### src/rtl/alu_pkg.sv
package alu_pkg;
  localparam int CtrlW = 3;

  typedef enum logic [1:0] {
    SEL_AND = 2'b00,
    SEL_OR  = 2'b01,
    SEL_SUM = 2'b10,
    SEL_SLT = 2'b11
  } aluSel_e;

  typedef struct packed {
    logic    invB;
    aluSel_e sel;
  } aluStrobe_t;

  localparam logic [5:0] FN_ADD = 6'b100000;
  localparam logic [5:0] FN_SUB = 6'b100010;
  localparam logic [5:0] FN_AND = 6'b100100;
  localparam logic [5:0] FN_OR  = 6'b100101;
  localparam logic [5:0] FN_SLT = 6'b101010;
endpackage

### src/rtl/alu_decode.sv
module alu_decode
  import alu_pkg::*;
(
  input  logic [1:0] opClass,
  input  logic [5:0] funct,
  output aluStrobe_t strobe
);
  always_comb begin
    strobe = '{invB: 1'b0, sel: SEL_SUM};
    unique case (opClass)
      2'b01: strobe = '{invB: 1'b1, sel: SEL_SUM};
      2'b10: begin
        case (funct)
          FN_SUB:  strobe = '{invB: 1'b1, sel: SEL_SUM};
          FN_AND:  strobe = '{invB: 1'b0, sel: SEL_AND};
          FN_OR:   strobe = '{invB: 1'b0, sel: SEL_OR};
          FN_SLT:  strobe = '{invB: 1'b1, sel: SEL_SLT};
          default: strobe = '{invB: 1'b0, sel: SEL_SUM};
        endcase
      end
      default: strobe = '{invB: 1'b0, sel: SEL_SUM};
    endcase

    // Classes other than 10 never select a logic operation
    p_fixed_class_r1: assert (opClass == 2'b10 || strobe.sel == SEL_SUM);
    p_sub_class_r2: assert (opClass != 2'b01 || strobe.invB);
    // Set-less-than always subtracts
    p_slt_inverts_r3: assert (strobe.sel != SEL_SLT || strobe.invB);
  end
endmodule

### src/rtl/alu_datapath.sv
module alu_datapath
  import alu_pkg::*;
#(
  parameter int WIDTH = 8
) (
  input  aluStrobe_t       strobe,
  input  logic [WIDTH-1:0] a,
  input  logic [WIDTH-1:0] b,
  output logic [WIDTH-1:0] result,
  output logic             zero
);
  localparam int MsbIdx = WIDTH - 1;

  logic [WIDTH-1:0] bOperand;
  logic [WIDTH-1:0] sum;

  always_comb begin
    bOperand = strobe.invB ? ~b : b;
    sum = a + bOperand + WIDTH'(strobe.invB);
    unique case (strobe.sel)
      SEL_AND: result = a & b;
      SEL_OR:  result = a | b;
      SEL_SUM: result = sum;
      default: result = {{MsbIdx{1'b0}}, sum[MsbIdx]};
    endcase
    zero = ~|result;

    p_add_r7: assert (strobe.sel != SEL_SUM || strobe.invB || result == WIDTH'(a + b));
    p_sub_r8: assert (strobe.sel != SEL_SUM || !strobe.invB || result == WIDTH'(a - b));
    p_slt_r9: assert (strobe.sel != SEL_SLT || result[MsbIdx:1] == '0);
    p_zero_r10: assert (zero == (result == '0));
  end
endmodule

### src/rtl/alu_core.sv
module alu_core
  import alu_pkg::*;
#(
  parameter int WIDTH = 8
) (
  input  logic [1:0]       opClass,
  input  logic [5:0]       funct,
  input  logic [WIDTH-1:0] srcA,
  input  logic [WIDTH-1:0] srcB,
  output logic [CtrlW-1:0] aluCtrl,
  output logic [WIDTH-1:0] result,
  output logic             zero
);
  aluStrobe_t strobe;

  alu_decode u_decode (
    .opClass(opClass),
    .funct  (funct),
    .strobe (strobe)
  );

  alu_datapath #(.WIDTH(WIDTH)) u_datapath (
    .strobe(strobe),
    .a     (srcA),
    .b     (srcB),
    .result(result),
    .zero  (zero)
  );

  assign aluCtrl = strobe;
endmodule

### config.mk
export PLATFORM = sky130hd
export DESIGN_NAME = alu_core
export DESIGN_NICKNAME = d
export VERILOG_FILES = /design/src/rtl/alu_pkg.sv /design/src/rtl/alu_decode.sv /design/src/rtl/alu_datapath.sv /design/src/rtl/alu_core.sv
export SDC_FILE = /design/constraint.sdc
export NUM_CORES = 1
export LEC_CHECK = 0
export BUFFER_PORTS_ARGS = -buffer_cell sky130_fd_sc_hd__clkbuf_2
export CORE_MARGIN = 2
export CORE_UTILIZATION = 50
export DETAILED_ROUTE_END_ITERATION = 10
export GPL_TIMING_DRIVEN = 0
export PLACE_DENSITY = 0.86
export SLEW_MARGIN = 20
export SYNTH_ARGS = -nofsm -noshare
export SYNTH_HDL_FRONTEND = slang
export SYNTH_SLANG_ARGS = --single-unit
### constraint.sdc
create_clock -name vclk -period 4.75
set_clock_uncertainty 0.05 [all_clocks]
set_input_delay 0.7125 -clock vclk [all_inputs]
set_output_delay 0.7125 -clock vclk [all_outputs]
set_load 0.1 [all_outputs]
Yosys cells after proc, flatten, opt, wreduce, memory -nomap -nowiden

Cells that the tools add are included.

Register bits: 0
Input port bits: 24
Output and inout port bits: 12
Logic and storage cells: 20

Add/sub/neg operators: 2
Equality and inequality tests: 8
Mux-type cells: 4
Bitwise operators: 3
Reductions and logical operators: 3

Operators by type and width:

| cell                                          | number |
|---|---|
| == test 6 bit, second input constant          | 4 |
| one-hot mux 8 bit (3 select lines)            | 1 |
| one-hot mux 3 bit (4 select lines)            | 1 |
| adder 8 x 1 -> 8 bit                          | 1 |
| adder 8 bit                                   | 1 |
| AND 8 bit                                     | 1 |
| two-way mux 8 bit                             | 1 |
| inverter 8 bit                                | 1 |
| OR 8 bit                                      | 1 |
| OR reduction 8 bit                            | 1 |
| one-hot mux 3 bit (2 select lines)            | 1 |
| == test 2 x 1 -> 1 bit, second input constant | 2 |
| == test 2 bit, second input constant          | 2 |
| logical NOT 2 bit                             | 1 |
| logical NOT 1 bit                             | 1 |

Depth between registers and ports, before layout

Word-level depth: 9
Mapped depth: 14
Gate-level depth less buffers: 13

By module

A second synthesis with hierarchy kept.

Cells, all modules: 107
Area total of the unflattened synthesis: 785.8 um^2

By module, submodules not included:

| module       | instances | cells an instance | area an instance (um^2) | seq. area each (um^2) |
|---|---|---|---|---|
| alu_datapath | 1         | 92                | 666.9                   | 0.0 |
| alu_decode   | 1         | 15                | 118.9                   | 0.0 |

Least setup slack after synthesis

No wires, ideal clock.

Path kind: input -> output
From: in opClass[0]
To: out zero
Arrival: 5.707 ns
Required time: 3.988 ns
Slack: -1.720 ns
Cell stages on the path: 11
Buffers on the path: 1
Path through: inv_1 > ha_1 > nand4bb_2 > o21a_1 > clkbuf_1 > xnor2_1 > fa_1 > a22o_1 > or4b_1 > or4_1 > nor4_2

Word-level cells in the longest chain between the ends: 8
Elaborated cells on any way between the ends: 12
Those cells by class: add/sub (2); eq/ne (4); mux (3); reduce/logical (3)

RTL lines:

| what                                                           | RTL line           | source |
|---|---|---|
| start: declaration                                             | alu_core.sv:6      | `input logic [1:0] opClass,` |
| == test 2 bit / == test 2 x 1 -> 1 bit (equally long branches) | alu_decode.sv:10   | `unique case (opClass)` |
| one-hot mux 3 bit (2 select lines) (*)                         | alu_decode.sv:10   |  |
| two-way mux 8 bit                                              | alu_datapath.sv:18 | `bOperand = strobe.invB ? ~b : b;` |
| adder 8 bit                                                    | alu_datapath.sv:19 | `sum = a + bOperand + WIDTH'(strobe.invB);` |
| adder 8 x 1 -> 8 bit                                           | alu_datapath.sv:19 |  |
| one-hot mux 8 bit (3 select lines) (*)                         | alu_datapath.sv:20 | `unique case (strobe.sel)` |
| named net result[1]                                            | alu_core.sv:11     | `output logic [WIDTH-1:0] result,` |
| OR reduction 8 bit (*)                                         | alu_datapath.sv:26 | `zero = ~\|result;` |
| logical NOT 1 bit (*)                                          | alu_datapath.sv:26 |  |
| end: declaration                                               | alu_core.sv:12     | `output logic zero` |

The timed path passes the listed nets; every way through them passes the cells marked *.

Final worst setup path

From: in opClass[0]
To: out zero

Word-level cells in the longest chain between the ends: 8
Elaborated cells on any way between the ends: 12
Those cells by class: add/sub (2); eq/ne (4); mux (3); reduce/logical (3)

RTL lines:

| what                                                           | RTL line |
|---|---|
| == test 2 bit / == test 2 x 1 -> 1 bit (equally long branches) | alu_decode.sv:10 |
| one-hot mux 3 bit (2 select lines) (*)                         | alu_decode.sv:10 |
| two-way mux 8 bit                                              | alu_datapath.sv:18 |
| adder 8 bit                                                    | alu_datapath.sv:19 |
| adder 8 x 1 -> 8 bit                                           | alu_datapath.sv:19 |
| one-hot mux 8 bit (3 select lines) (*)                         | alu_datapath.sv:20 |
| OR reduction 8 bit (*)                                         | alu_datapath.sv:26 |
| logical NOT 1 bit (*)                                          | alu_datapath.sv:26 |

Every way passes the cells marked *; elsewhere a longest branch is shown, timed or not.

==> results.txt <==
Row generation in the floorplan step produced 13 rows. After detailed routing, the number of vias per cell comes to 5.91. The number of nets in the synthesized netlist is 123. The power per unit of standard cell area was 300 mW/mm^2; the endpoint arrival time on the critical path was 3930 ps. The worst hold path stage count works out to 5.

Max-capacitance violation count: 0. The tools report the I/O pin count as 36. The peak clock frequency supported by timing is 213 MHz, and the largest net degree at the start of global routing is 11. Measured along the x axis, the die boundary spans 42.6 um. The area share of the largest cell type after synthesis came out at 0.185. Summed over all layers, the routed wires come to 2.25 mm. By area the synthesized netlist is led by ha_1 18%, xnor2_1 14%, maj3_1 9.4%. The run gives 40 as the number of distinct library cells after synthesis. The logs give 0.238 for the total track usage and 0 for the total count of max-transition violations in the final report. In the routed design, unresolved DRC markers number 0. The number of nets in the layout came out at 165.

The relative max-transition margin is 0.630, and the required arrival time at the worst endpoint is 3990 ps. The kind of start point of the critical path is an input port. The die covers 0.00181 mm^2. The number of port buffers came out at 36. Leaving out fill and tap cells, the most frequent cells in the layout are 33 x clkbuf_2, 10 x xnor2_1, 10 x ha_1. The sum of met2 wire segment lengths after detailed routing is 1.28 mm. Of all cell types, the one taking the most synthesized area is ha_1. The flow ran to the end, and the final reports show no timing, DRC or antenna violations.

Along the worst path, the maximum fanout reaches 7. For this block, wires on met1 add up to 872 um. Area taken by flip-flops and latches: 0 um^2. The run gives 0.551 as the starting utilization of the core area. The worst hold path begins at srcA[5]. Detailed route wirelength on metal3: 74 um. STA classifies the critical path endpoint as a primary output. The number of instances in the synthesized netlist is 87, and the static leakage power is 0.518 nW. The clock buffer instance count of the final layout was 0; the period utilization was 0.987. The number of sequential cells in the layout came out at 0.

The worst hold path terminates at zero. Dividing the detail-routed wire length by the instance count gives 15.8 um. Setup violations remaining at the end of the flow were counted as 0.

The part of the Yosys area used for sequential elements was 0. The routed layout has 839 vias. The utilization after layout was 0.815. For the number of detailed-route iterations in the first pass, the log shows 4. Summed over all layers, the global routing overflow is 0. The number of antenna diodes in the final layout is 0. The time the final worst path needs with I/O delays and setup is 4690 ps. Signal routing reaches up to met4. The total area inside the core boundary comes to 0.00135 mm^2.

For the number of global-route vias before repair, the log shows 812. The detail route stage leaves a number of antenna-violating nets equal to 0. Leading cell type in the layout, fill and taps excluded: clkbuf_2.

The run gives 330 uW as the overall power. IR analysis of the VDD net gives a maximum drop of 0.171 mV. The number of failing hold endpoints at the final stage was 0; the final weighted congestion in routability-driven placement was 0.845. The first global-routing pass estimated 3.46 mm of wire. The layout cell share with drive strength beyond 1 came out at 0.496. The worst setup path is of the in -> out kind. For this block, the initial DRC count from the detailed router was 14.

The die span in y was 42.6 um; the half-perimeter wire length after placement was 1.70 mm. The post-synthesis instance area is 744 um^2, and the synthesis warning total is 0. For the pin with the worst max-slew slack, the measured transition is 558 ps. Path type of the worst min-delay path: in -> out. From synthesis to final layout, the design area changed by 47.7%. The initial antenna violation count is 0, and the mean instance size in the synthesized netlist is 8.56 um^2.
## worst max-delay path: stages
cell	delay, ps
buf_6	90
inv_2	50
ha_4	220
nand4bb_4	210
o21a_1	230
buf_8	160
xnor2_4	180
fa_2	460
a22o_4	270
or4b_4	480
or4_4	440
nor4_4	180
buf_8	240
## kinds of logic (layout without fill, tap and decap cells)
family / count (synthesis) / after routing / synth area share
buffers and inverters: 8 / 48 / 0.0454
xor gates and xnor gates: 14 / 14 / 0.165
and+or+nand+nor: 24 / 24 / 0.232
adders and majority gates: 19 / 19 / 0.306
AOI/OAI and AO/OA: 22 / 22 / 0.252
## power by group
| group | switching [mW] | internal [mW] | total (mW) |
|---|---|---|---|
| clock | 0 | 0 | 0 |
| combinational | 0.234 | 0.0957 | 0.330 |
| sequential | 0 | 0 | 0 |
| total | 0.234 | 0.0957 | 0.330 |
## per-stage QoR
step | instances | setup slack (ps) | instance area, um^2 | setup TNS, ps | hold slack [ps]
floorplan | 87 | -610 | 816 | -610 | 1800
global placement | 138 | -294 | 1010 | -346 | 2170
detailed placement | 138 | -333 | 1010 | -459 | 2190
CTS | 140 | -76.4 | 1070 | -76.4 | 2060
global route | 142 | -16.2 | 1100 | -16.2 | 2060
finish | 142 | 61.7 | 1100 | 0 | 2020
## Yosys cell counts (all sizes together)
library cell	count
a21oi	5
clkbuf	2
a211o	1
o32ai	1
or4b	1
a21boi	1
and2	3
o211ai	1
maj3	7
a31oi	1
xnor2	12
a22o	6
ha	11
or4	1
fa	1
inv	6
or4bb	2
nor2	2
a311oi	1
nand3	2
xor2	2
nor4	1
nand2b	1
or3	1
o21a	1
a21o	1
or3b	1
o21ai	1
a211oi	1
a31o	1
nand4bb	2
and4	1
nand2	6
## layer usage
metal | track usage | up-vias
li1 | - | 411
met1 | 0.278 | 398
met2 | 0.474 | 26
met3 | 0.0129 | 4
met4 | 0.0313 | 0
met5 | 0 | -
## worst max-delay path by stage
| stage | start | endpoint | slack (ps) | depth (start not counted) |
|---|---|---|---|---|
| floorplan | opClass[0] | zero | -610 | 11 |
| global placement | opClass[0] | zero | -290 | 13 |
| detailed placement | opClass[0] | zero | -330 | 16 |
| CTS | opClass[0] | zero | -80 | 16 |
| global route | opClass[0] | zero | -20 | 13 |
| finish | opClass[0] | zero | 60 | 13 |
## final cells by class
cell class	count	area, um^2
inverter	6	22.5
timing repair buffer	40	229
fill	95	250
multi-input combinational	79	807
buffer	2	22.5
tap	15	18.8
## timing repair
action	in CTS	in global routing
hold buffers	0	0
endpoints found under the setup margin	2	3
buffers inserted	2	2
pin swaps	3	7
gates resized for setup	8	6
No activity file was read; power rests on OpenSTA's default activity.
